### src/rtl/shint_pkg.sv
// Shared constants and types for the shared interrupt source conditioner.
// Assumes a 32-bit register bus and a 4-bit region field at the top of the address.
package shint_pkg;
    localparam int REG_W    = 32;
    localparam int REGION_W = 4;
    localparam int PINNUM_W = 6;
    localparam int BIT_PIN  = 31;
    localparam int BIT_NMI  = 30;
    localparam int BIT_YQ   = 29;
    localparam int BIT_SETL = 31;

    typedef enum logic [REGION_W-1:0] {
        RG_DIR   = 4'd0,
        RG_MODE  = 4'd1,
        RG_BOTH  = 4'd2,
        RG_LATCH = 4'd3,
        RG_ESET  = 4'd4,
        RG_ECLR  = 4'd5,
        RG_EVIEW = 4'd6,
        RG_PVIEW = 4'd7,
        RG_ROUTE = 4'd8
    } region_e;

    typedef struct packed {
        logic                to_pin;
        logic                to_nmi;
        logic                to_yq;
        logic [PINNUM_W-1:0] pin;
    } route_t;
endpackage

### src/rtl/shint_sync.sv
// Two-flop synchroniser for W asynchronous lines, plus a one-cycle-delayed copy
// of the synchronised value for transition detection. Assumes lines are
// independent (no bus coherency needed).
module shint_sync #(
    parameter int W = 64
) (
    input  logic         clk,
    input  logic         rst_n,
    input  logic [W-1:0] d_in,
    output logic [W-1:0] q_sync,
    output logic [W-1:0] q_prev
);
    logic [W-1:0] stage1;

    // Resample the lines and keep the previous synchronised value.
    always_ff @(posedge clk) begin
        if (!rst_n) begin
            stage1 <= '0;
            q_sync <= '0;
            q_prev <= '0;
        end else begin
            stage1 <= d_in;
            q_sync <= stage1;
            q_prev <= q_sync;
        end
    end
endmodule

### src/rtl/shint_regs.sv
// Register file: per-line configuration, enable vector, route registers,
// latch-write decode and the combinational read mux. Assumes 2**(ADDR_W-4)
// is at least NUM_LINES.
module shint_regs
    import shint_pkg::*;
#(
    parameter int NUM_LINES = 64,
    parameter int ADDR_W    = 10
) (
    input  logic                          clk,
    input  logic                          rst_n,
    input  logic [ADDR_W-1:0]             addr,
    input  logic                          we,
    input  logic [REG_W-1:0]              wdata,
    input  logic [NUM_LINES-1:0]          pend,
    output logic [NUM_LINES-1:0]          dir_q,
    output logic [NUM_LINES-1:0]          mode_q,
    output logic [NUM_LINES-1:0]          both_q,
    output logic [NUM_LINES-1:0]          enable_q,
    output route_t [NUM_LINES-1:0]        route_q,
    output logic                          latch_wr,
    output logic                          latch_set,
    output logic [$clog2(NUM_LINES)-1:0]  latch_idx,
    output logic [REG_W-1:0]              rdata
);
    localparam int IDX_W     = ADDR_W - REGION_W;
    localparam int LINE_W    = $clog2(NUM_LINES);
    localparam int NUM_WORDS = (NUM_LINES + REG_W - 1) / REG_W;
    localparam int PAD_W     = NUM_WORDS * REG_W;

    logic [REGION_W-1:0]  region;
    logic [IDX_W-1:0]     idx;
    logic [PAD_W-1:0]     wvec;
    logic [NUM_LINES-1:0] wline;
    logic [NUM_LINES-1:0] wsel;
    logic [NUM_LINES-1:0] eset_vec;
    logic [NUM_LINES-1:0] eclr_vec;

    assign region = addr[ADDR_W-1 -: REGION_W];
    assign idx    = addr[IDX_W-1:0];

    function automatic logic [PAD_W-1:0] widen(input logic [NUM_LINES-1:0] v);
        logic [PAD_W-1:0] r;
        r = '0;
        r[NUM_LINES-1:0] = v;
        return r;
    endfunction

    // Place the write data at the addressed word; a word index out of range selects nothing.
    always_comb begin
        wvec = '0;
        for (int w = 0; w < NUM_WORDS; w++) begin
            if (int'(idx) == w) wvec[w*REG_W +: REG_W] = wdata;
        end
        wline = wvec[NUM_LINES-1:0];
        wsel  = '0;
        for (int l = 0; l < NUM_LINES; l++) begin
            wsel[l] = (int'(idx) == l / REG_W);
        end
    end

    assign eset_vec  = (we && region == RG_ESET) ? wline : '0;
    assign eclr_vec  = (we && region == RG_ECLR) ? wline : '0;
    assign latch_wr  = we && (region == RG_LATCH) && (int'(wdata[LINE_W-1:0]) < NUM_LINES);
    assign latch_set = wdata[BIT_SETL];
    assign latch_idx = wdata[LINE_W-1:0];

    // Configuration words and enable vector updates.
    always_ff @(posedge clk) begin
        if (!rst_n) begin
            dir_q    <= '0;
            mode_q   <= '0;
            both_q   <= '0;
            enable_q <= '0;
        end else begin
            if (we && region == RG_DIR)  dir_q  <= (dir_q  & ~wsel) | (wline & wsel);
            if (we && region == RG_MODE) mode_q <= (mode_q & ~wsel) | (wline & wsel);
            if (we && region == RG_BOTH) both_q <= (both_q & ~wsel) | (wline & wsel);
            enable_q <= (enable_q | eset_vec) & ~eclr_vec;
        end
    end

    // Route registers, one per line, indexed directly by the low address bits.
    always_ff @(posedge clk) begin
        if (!rst_n) begin
            route_q <= '0;
        end else if (we && region == RG_ROUTE) begin
            for (int l = 0; l < NUM_LINES; l++) begin
                if (int'(idx) == l) begin
                    route_q[l] <= '{to_pin: wdata[BIT_PIN], to_nmi: wdata[BIT_NMI],
                                    to_yq: wdata[BIT_YQ], pin: wdata[PINNUM_W-1:0]};
                end
            end
        end
    end

    // Read mux over regions and word indices.
    always_comb begin
        logic [PAD_W-1:0] view;
        view  = '0;
        rdata = '0;
        case (region)
            RG_DIR:   view = widen(dir_q);
            RG_MODE:  view = widen(mode_q);
            RG_BOTH:  view = widen(both_q);
            RG_EVIEW: view = widen(enable_q);
            RG_PVIEW: view = widen(pend);
            default:  view = '0;
        endcase
        for (int w = 0; w < NUM_WORDS; w++) begin
            if (int'(idx) == w) rdata = view[w*REG_W +: REG_W];
        end
        if (region == RG_ROUTE) begin
            for (int l = 0; l < NUM_LINES; l++) begin
                if (int'(idx) == l) begin
                    rdata[BIT_PIN]        = route_q[l].to_pin;
                    rdata[BIT_NMI]        = route_q[l].to_nmi;
                    rdata[BIT_YQ]         = route_q[l].to_yq;
                    rdata[PINNUM_W-1:0]   = route_q[l].pin;
                end
            end
        end
    end

    AST_CFG_RESET: assert property (@(posedge clk)
        !rst_n |=> (dir_q == '0 && mode_q == '0 && both_q == '0 && enable_q == '0));

    AST_ENABLE_SET: assert property (@(posedge clk) disable iff (!rst_n)
        ($past(eset_vec) != '0 && $past(eclr_vec) == '0)
            |-> ((enable_q & $past(eset_vec)) == $past(eset_vec)));

    AST_ENABLE_CLR: assert property (@(posedge clk) disable iff (!rst_n)
        ($past(eclr_vec) != '0) |-> ((enable_q & $past(eclr_vec)) == '0));
endmodule

### src/rtl/shint_detect.sv
// Per-line qualification: level comparison, transition detection into sticky
// latches with software set/clear, and the pending flag. Assumes q_sync/q_prev
// come from a synchroniser one cycle apart.
module shint_detect #(
    parameter int NUM_LINES = 64
) (
    input  logic                         clk,
    input  logic                         rst_n,
    input  logic [NUM_LINES-1:0]         q_sync,
    input  logic [NUM_LINES-1:0]         q_prev,
    input  logic [NUM_LINES-1:0]         dir_q,
    input  logic [NUM_LINES-1:0]         mode_q,
    input  logic [NUM_LINES-1:0]         both_q,
    input  logic                         latch_wr,
    input  logic                         latch_set,
    input  logic [$clog2(NUM_LINES)-1:0] latch_idx,
    output logic [NUM_LINES-1:0]         pend
);
    logic [NUM_LINES-1:0] latch_q;
    logic [NUM_LINES-1:0] hw_det;
    logic [NUM_LINES-1:0] sw_set;
    logic [NUM_LINES-1:0] sw_clr;
    logic [NUM_LINES-1:0] rise;
    logic [NUM_LINES-1:0] fall;

    assign rise   = q_sync & ~q_prev;
    assign fall   = ~q_sync & q_prev;
    assign hw_det = mode_q & ((both_q & (rise | fall)) |
                              (~both_q & dir_q & rise) |
                              (~both_q & ~dir_q & fall));

    // Decode the software latch write into one-hot set and clear vectors.
    always_comb begin
        sw_set = '0;
        sw_clr = '0;
        for (int l = 0; l < NUM_LINES; l++) begin
            if (latch_wr && int'(latch_idx) == l) begin
                sw_set[l] = latch_set;
                sw_clr[l] = !latch_set;
            end
        end
    end

    // Sticky latches: hardware detection and software set override a clear.
    always_ff @(posedge clk) begin
        if (!rst_n) latch_q <= '0;
        else        latch_q <= (latch_q & ~sw_clr) | sw_set | hw_det;
    end

    assign pend = (mode_q & latch_q) | (~mode_q & ~(q_sync ^ dir_q));

    AST_LATCH_HOLDS: assert property (@(posedge clk) disable iff (!rst_n)
        !$past(latch_wr) |-> ((latch_q & $past(latch_q)) == $past(latch_q)));

    AST_HW_BEATS_CLEAR: assert property (@(posedge clk) disable iff (!rst_n)
        ($past(hw_det) != '0) |-> ((latch_q & $past(hw_det)) == $past(hw_det)));
endmodule

### src/rtl/shint_route.sv
// Steers enabled pending lines to the core outputs, the non-maskable output and
// the auxiliary output; each output ORs all lines steered to it.
module shint_route
    import shint_pkg::*;
#(
    parameter int NUM_LINES = 64,
    parameter int NUM_PINS  = 6
) (
    input  logic                   clk,
    input  logic                   rst_n,
    input  logic [NUM_LINES-1:0]   active,
    input  route_t [NUM_LINES-1:0] route_q,
    output logic [NUM_PINS-1:0]    core_irq,
    output logic                   nmi_irq,
    output logic                   yq_irq
);
    // OR every active line into the outputs its route register selects.
    always_comb begin
        core_irq = '0;
        nmi_irq  = 1'b0;
        yq_irq   = 1'b0;
        for (int l = 0; l < NUM_LINES; l++) begin
            if (active[l]) begin
                nmi_irq = nmi_irq | route_q[l].to_nmi;
                yq_irq  = yq_irq  | route_q[l].to_yq;
                for (int p = 0; p < NUM_PINS; p++) begin
                    if (route_q[l].to_pin && int'(route_q[l].pin) == p) core_irq[p] = 1'b1;
                end
            end
        end
    end

    AST_OUT_NEEDS_SOURCE: assert property (@(posedge clk) disable iff (!rst_n)
        (core_irq != '0 || nmi_irq || yq_irq) |-> (active != '0));
endmodule

### src/rtl/shint_conditioner.sv
// Top of the shared interrupt source conditioner: synchroniser, register file,
// detection and routing. Assumes a synchronous active-low reset and asynchronous
// interrupt lines.
module shint_conditioner
    import shint_pkg::*;
#(
    parameter int NUM_LINES = 64,
    parameter int NUM_PINS  = 6,
    parameter int ADDR_W    = 10
) (
    input  logic                 clk,
    input  logic                 rst_n,
    input  logic [NUM_LINES-1:0] irq_lines,
    input  logic [ADDR_W-1:0]    bus_addr,
    input  logic                 bus_we,
    input  logic [31:0]          bus_wdata,
    output logic [31:0]          bus_rdata,
    output logic [NUM_PINS-1:0]  core_irq,
    output logic                 nmi_irq,
    output logic                 yq_irq
);
    localparam int LINE_W = $clog2(NUM_LINES);

    logic [NUM_LINES-1:0]   q_sync, q_prev;
    logic [NUM_LINES-1:0]   dir_q, mode_q, both_q, enable_q, pend;
    route_t [NUM_LINES-1:0] route_q;
    logic                   latch_wr, latch_set;
    logic [LINE_W-1:0]      latch_idx;

    shint_sync #(.W(NUM_LINES)) u_sync (
        .clk(clk), .rst_n(rst_n), .d_in(irq_lines), .q_sync(q_sync), .q_prev(q_prev)
    );

    shint_regs #(.NUM_LINES(NUM_LINES), .ADDR_W(ADDR_W)) u_regs (
        .clk(clk), .rst_n(rst_n), .addr(bus_addr), .we(bus_we), .wdata(bus_wdata),
        .pend(pend), .dir_q(dir_q), .mode_q(mode_q), .both_q(both_q),
        .enable_q(enable_q), .route_q(route_q), .latch_wr(latch_wr),
        .latch_set(latch_set), .latch_idx(latch_idx), .rdata(bus_rdata)
    );

    shint_detect #(.NUM_LINES(NUM_LINES)) u_detect (
        .clk(clk), .rst_n(rst_n), .q_sync(q_sync), .q_prev(q_prev), .dir_q(dir_q),
        .mode_q(mode_q), .both_q(both_q), .latch_wr(latch_wr), .latch_set(latch_set),
        .latch_idx(latch_idx), .pend(pend)
    );

    shint_route #(.NUM_LINES(NUM_LINES), .NUM_PINS(NUM_PINS)) u_route (
        .clk(clk), .rst_n(rst_n), .active(pend & enable_q), .route_q(route_q),
        .core_irq(core_irq), .nmi_irq(nmi_irq), .yq_irq(yq_irq)
    );

    AST_DISABLED_QUIET: assert property (@(posedge clk) disable iff (!rst_n)
        (enable_q == '0) |-> (core_irq == '0 && !nmi_irq && !yq_irq));
endmodule

### config.mk
export PLATFORM = sky130hd
export DESIGN_NAME = shint_conditioner
export DESIGN_NICKNAME = d
export VERILOG_FILES = /design/src/rtl/shint_pkg.sv /design/src/rtl/shint_sync.sv /design/src/rtl/shint_regs.sv /design/src/rtl/shint_detect.sv /design/src/rtl/shint_route.sv /design/src/rtl/shint_conditioner.sv
export SDC_FILE = /design/constraint.sdc
export NUM_CORES = 2
export LEC_CHECK = 0
export BUFFER_PORTS_ARGS = -buffer_cell sky130_fd_sc_hd__buf_4
export CORE_MARGIN = 8
export CORE_UTILIZATION = 51
export CTS_CLUSTER_SIZE = 8
export DETAILED_ROUTE_END_ITERATION = 10
export PLACE_DENSITY = 0.68
export RECOVER_POWER = 100
export SYNTH_ARGS = -nofsm -noshare
export SYNTH_HDL_FRONTEND = slang
export SYNTH_SLANG_ARGS = --single-unit
export TNS_END_PERCENT = 100
### constraint.sdc
create_clock -name clk -period 2.65 [get_ports clk]
set_input_delay 0.3975 -clock clk [delete_from_list [all_inputs] [get_ports clk]]
set_output_delay 0.3975 -clock clk [all_outputs]
set_load 0.1 [all_outputs]
==> results.cfg, run 1 <==
[status]
status = did not finish
lastStage = global routing (5_1_grt)
tool.error = [ERROR GRT-0232] Routing congestion too high. Check the congestion heatmap in the GUI.

[floorplanning]
start_util = 0.515
pin_count = 149
die_h_um = 358
core.rowCount = 125
fp.dieW_um = 358

[synth]
synth-xor-area-share = 0.00952
synth_edf_count = 0
synthMuxAreaShare = 0.0627
synth_cell_types = 88
synth.avg_cell_area_um2 = 7.78
synth_compound_area_frac = 0.231
yosysWarnings = 0
synth_cells = 7689
async_flop_share = 0
ys_seq_elements = 1088
ys.flop_type = dfxtp_1
synth-adder-area-share = 0.0268
seq_area_frac_synth = 0.364
syn_nets = 7926
synth-simple-area-share = 0.259
synth_top_family_by_area = simple AND/OR/NAND/NOR gates
mappedNetlistArea_um2 = 59800

[clock_network]
cts_made_buffers = 154
ctsRootBufferMaster = clkbuf_16
cts_num_sinks = 1088
cts_max_level = 4
clockBufferDepth = 3

[global_route]
grt_max_degree = 112
grt_usage = 0.825
grt_overflow = 766

[placement]
dpl.hpwl_mm = 275
routabilityCongestion = 1.20
place_worst_setup_slack_ns = -1.79
io_buffers = 148
placed_area_um2 = 77900
routing by layer:
layer / track usage / GRT overflow
met1: 0.831 / 85
met2: 0.930 / 369
met3: 0.731 / 99
met4: 0.803 / 197
met5: 0.536 / 16
per-stage QoR:
step	instances	utilization
after global placement	10800	0.670
after detailed placement	10800	0.670
after CTS	11100	0.737
after floorplan	7689	-
synth_stat cells (all sizes together) (83+ instances only):
library cell | count | area [µm²]
nor2b | 102 | 638
o21ai | 206 | 1030
inv | 196 | 736
a22oi | 88 | 661
o211ai | 90 | 676
mux2i | 200 | 2000
and2 | 237 | 1480
nand2 | 1994 | 7480
a21boi | 816 | 6130
clkbuf | 386 | 1450
dfxtp | 1088 | 21800
nand3 | 159 | 796
buf | 135 | 632
mux2 | 129 | 1450
ha | 128 | 1600
a21oi | 331 | 1660
nor2 | 362 | 1360
nor3 | 83 | 420
kinds of logic after synthesis:
logic type,Yosys count
simple gates,3365
compound gates,1983
mux,342
fa+ha+maj,128
xor+xnor,65
buf+inv,718
flops,1088
what timing repair did:
item,CTS
hold buffers,89
gates resized for setup,489
pin swaps,114
buffers inserted,46
gates cloned,4
endpoints found under the setup margin,40
endpoints found under the hold margin,248
==> run 2, diff against run 1 <==
- CORE_UTILIZATION: 51 -> 36
- CTS_CLUSTER_SIZE: 8 -> unset
- PLACE_DENSITY: 0.68 -> unset
- PLACE_DENSITY_LB_ADDON: unset -> 0.15
- clock period: 2.65 -> 3.4 ns (I/O delays scaled with it)
==> results.cfg, run 2 <==
[clock_network]
clockBufferDepth = 3
ctsRootBufferMaster = clkbuf_16
tritoncts = done
cts_max_level = 3
clk_pin_slew_ns = 0.06
cts_num_sinks = 1088
cts_made_buffers = 120
insertion_delay_ns = 0.82

[synth]
synth_area_leader_cell = dfxtp_1
syn_nets = 7926
netlist_top_cells_area = dfxtp_1 36%, nand2_1 13%, a21boi_0 10%, mux2i_1 3.3%, a21oi_1 2.8%
ys.flop_type = dfxtp_1
synth_cell_types = 88
synth_cells = 7689
synth_edf_count = 0
synth.most_common_cell = nand2_1
async_flop_share = 0
ys_seq_elements = 1088
synth.avg_cell_area_um2 = 7.78
synth_top_area_share = 0.364
mappedNetlistArea_um2 = 59800
yosysWarnings = 0
seq_area_frac_synth = 0.364
netlist_top_cells_count = 1994 x nand2_1, 1088 x dfxtp_1, 795 x a21boi_0

[sta]
fin_tns_setup_ns = -113.99
rsz0062_at_grt = true
skew_ns = 0.0120
relSlewSlack = -0.317
hold_viol_final = 0
finalCritPeriodShare = 1.31
slew_viol_final = 146
finalSetupViolations = 557
worstMarginPinSlew_ns = 1.98
max_freq_mhz = 225
min_period_ns = 4.45
layout_setup_ws_ns = -1.05

[critical_path]
cp.arrival_ns = 3.94
worstReg2RegEnd = u_detect.latch_q[62]$_SDFF_PN0_
worstSetupStartpoint = u_regs.route_q[107]$_SDFFE_PN0P_
r2r_slack_ns = 1.92
worst-r2r-cell-count = 6
setup.worst_path.end = bus_rdata[31]
worstPathMaxFanout = 3
critPathKind = register to output pin
required_ns = 2.89
worst_setup_path_start_kind = register
setup.worst_path.end_class = output pin
r2r-start = u_sync.q_sync[62]$_SDFF_PN0_

[global_route]
grt_pass1_vias = 64400
grt_usage = 0.416
antenna_found_initial = 24
grt_overflow = 0
grt_max_degree = 104
grt_pass1_wl_mm = 530

[floorplanning]
core_area_um2 = 165000
fp.dieW_um = 424
die_h_um = 424
pin_count = 149
die_area_um2 = 179000
start_util = 0.362
core.rowCount = 149

[pwr]
p_int_uw = 21800
clkPwrFrac = 0.465
pwr-share-comb = 0.097
seqPwrFrac = 0.438
irDropWorstVdd_uv = 524
p_sw_frac = 0.261
power.leakage_uw = 0.0327
p_sw_uw = 7680
power_density_nw_per_um2 = 347

[drt]
antenna_violating_nets_post_route = 0
drcViolationCount = 0
drtPass1Iterations = 6
drtIter0Drc = 9365
routedWlPerCell_um = 33.7
vias_per_cell = 5.90
route.vias.total = 68700
routed_wl_mm = 392

[status]
violations = max-capacitance violations, max-slew violations, negative setup slack
status = finished with violations

[cells_and_area]
final_cell_mix = 1977 x nand2_1, 1706 x buf_4, 995 x dfxtp_1, 809 x a21boi_0, 343 x nor2_1
multiInputGateArea_um2 = 37900
final-seq-area_um2 = 22000
nFillCells = 16000
utilization = 0.514
drive_gt1_frac = 0.297
area_delta_synth_final_pct = 41.8
final_nets = 9574
layout_commonest_cell = nand2_1

[hold_path]
min_path_type = input pin to register
worstHoldPathCells = 3

[placement]
dpl.hpwl_mm = 306
routabilityCongestion = 1.18
place_worst_setup_slack_ns = -1.36
io_buffers = 148

[run]
max_cap_violations = 3
==> run 2: layer usage <==
| layer | GRT usage | wire, µm | vias to the layer above |
|---|---|---|---|
| met5 | 0 | 103 | - |
| met4 | 0.264 | 32800 | 14 |
| met3 | 0.103 | 40100 | 999 |
| met2 | 0.622 | 163000 | 3973 |
| met1 | 0.534 | 155000 | 33500 |
| li1 | - | - | 30200 |
==> run 2: through the flow <==
| stage | area, µm² | cells | hold WS, ns | power [µW] |
|---|---|---|---|---|
| 3_3_place_gp | 76300 | 11200 | 0.416 | 15600 |
| 3_5_place_dp | 76300 | 11200 | 0.417 | 15700 |
| 5_1_grt | 84800 | 11600 | 0.0128 | 30200 |
| 4_1_cts | 84300 | 11600 | 0.00107 | 29500 |
| 6_report | 84800 | 11600 | 0.0404 | 29400 |
| 2_1_floorplan | 60100 | 7689 | 0.412 | 14300 |
==> run 2: cell type report <==
class                           count  share of cell area
Sequential cell                  1088               0.259
Antenna cell                       10            0.000295
Inverter                          197             0.00878
Clock buffer                      173              0.0411
Tap cell                         2189              0.0323
Multi-Input combinational cell   5883               0.447
Clock inverter                     45             0.00680
Timing Repair Buffer             2047               0.205
==> run 2: how the worst min path moves through the flow <==
stage / slack [ns] / from / end
global route: 0.01 / irq_lines[42] / u_sync.stage1[42]$_SDFF_PN0_
CTS: 0.001 / bus_wdata[7] / register
finish: 0.04 / bus_wdata[12] / register
floorplan: 0.41 / u_sync.stage1[0]$_SDFF_PN0_ / u_sync.q_sync[0]$_SDFF_PN0_
global placement: 0.42 / u_sync.stage1[12]$_SDFF_PN0_ / u_sync.q_sync[12]$_SDFF_PN0_
detailed placement: 0.42 / u_sync.stage1[12]$_SDFF_PN0_ / u_sync.q_sync[12]$_SDFF_PN0_
==> run 2: logic make-up (layout without fill, tap and decap cells) <==
group           Yosys count  count (layout)  share of synthesized area
other cells               0              10                          0
compound gates         1983            1983                      0.231
mux                     342             342                     0.0627
xor+xnor                 65              65                    0.00952
fa+ha+maj               128             128                     0.0268
simple gates           3365            3365                      0.259
flops                  1088            1088                      0.364
buf+inv                 718            2462                     0.0472
==> run 2: worst max-delay path, stage by stage, from the launching register on <==
cell and delay, ns:
dfxtp_4 0.36, mux4_2 0.54, a32oi_2 0.23, o211ai_1 0.16, or4_4 0.55, o221ai_4 0.33
buf_6 0.16, a21oi_4 0.08, o211ai_1 0.18, buf_4 0.17, a31oi_4 0.13, buf_12 0.19
==> run 2: power groups by stage <==
stage / sequential, µW / combinational, µW / clock (µW)
2_1_floorplan: 13200 / 1150 / 0
3_3_place_gp: 13200 / 2450 / 0
3_5_place_dp: 13200 / 2470 / 0
4_1_cts: 12900 / 2760 / 13800
5_1_grt: 12900 / 2920 / 14300
6_report: 12900 / 2860 / 13700
==> run 2: repair_timing <==
| action | CTS | global route |
|---|---|---|
| hold buffers | 73 | 0 |
| gates cloned | 4 | 1 |
| setup buffers | 95 | 25 |
| gates resized for setup | 594 | 165 |
| endpoints found under the hold margin | 135 | 0 |
| setup endpoints to repair | 27 | 26 |
| pin swaps | 150 | 108 |
No activity file was read; power rests on OpenSTA's default activity.
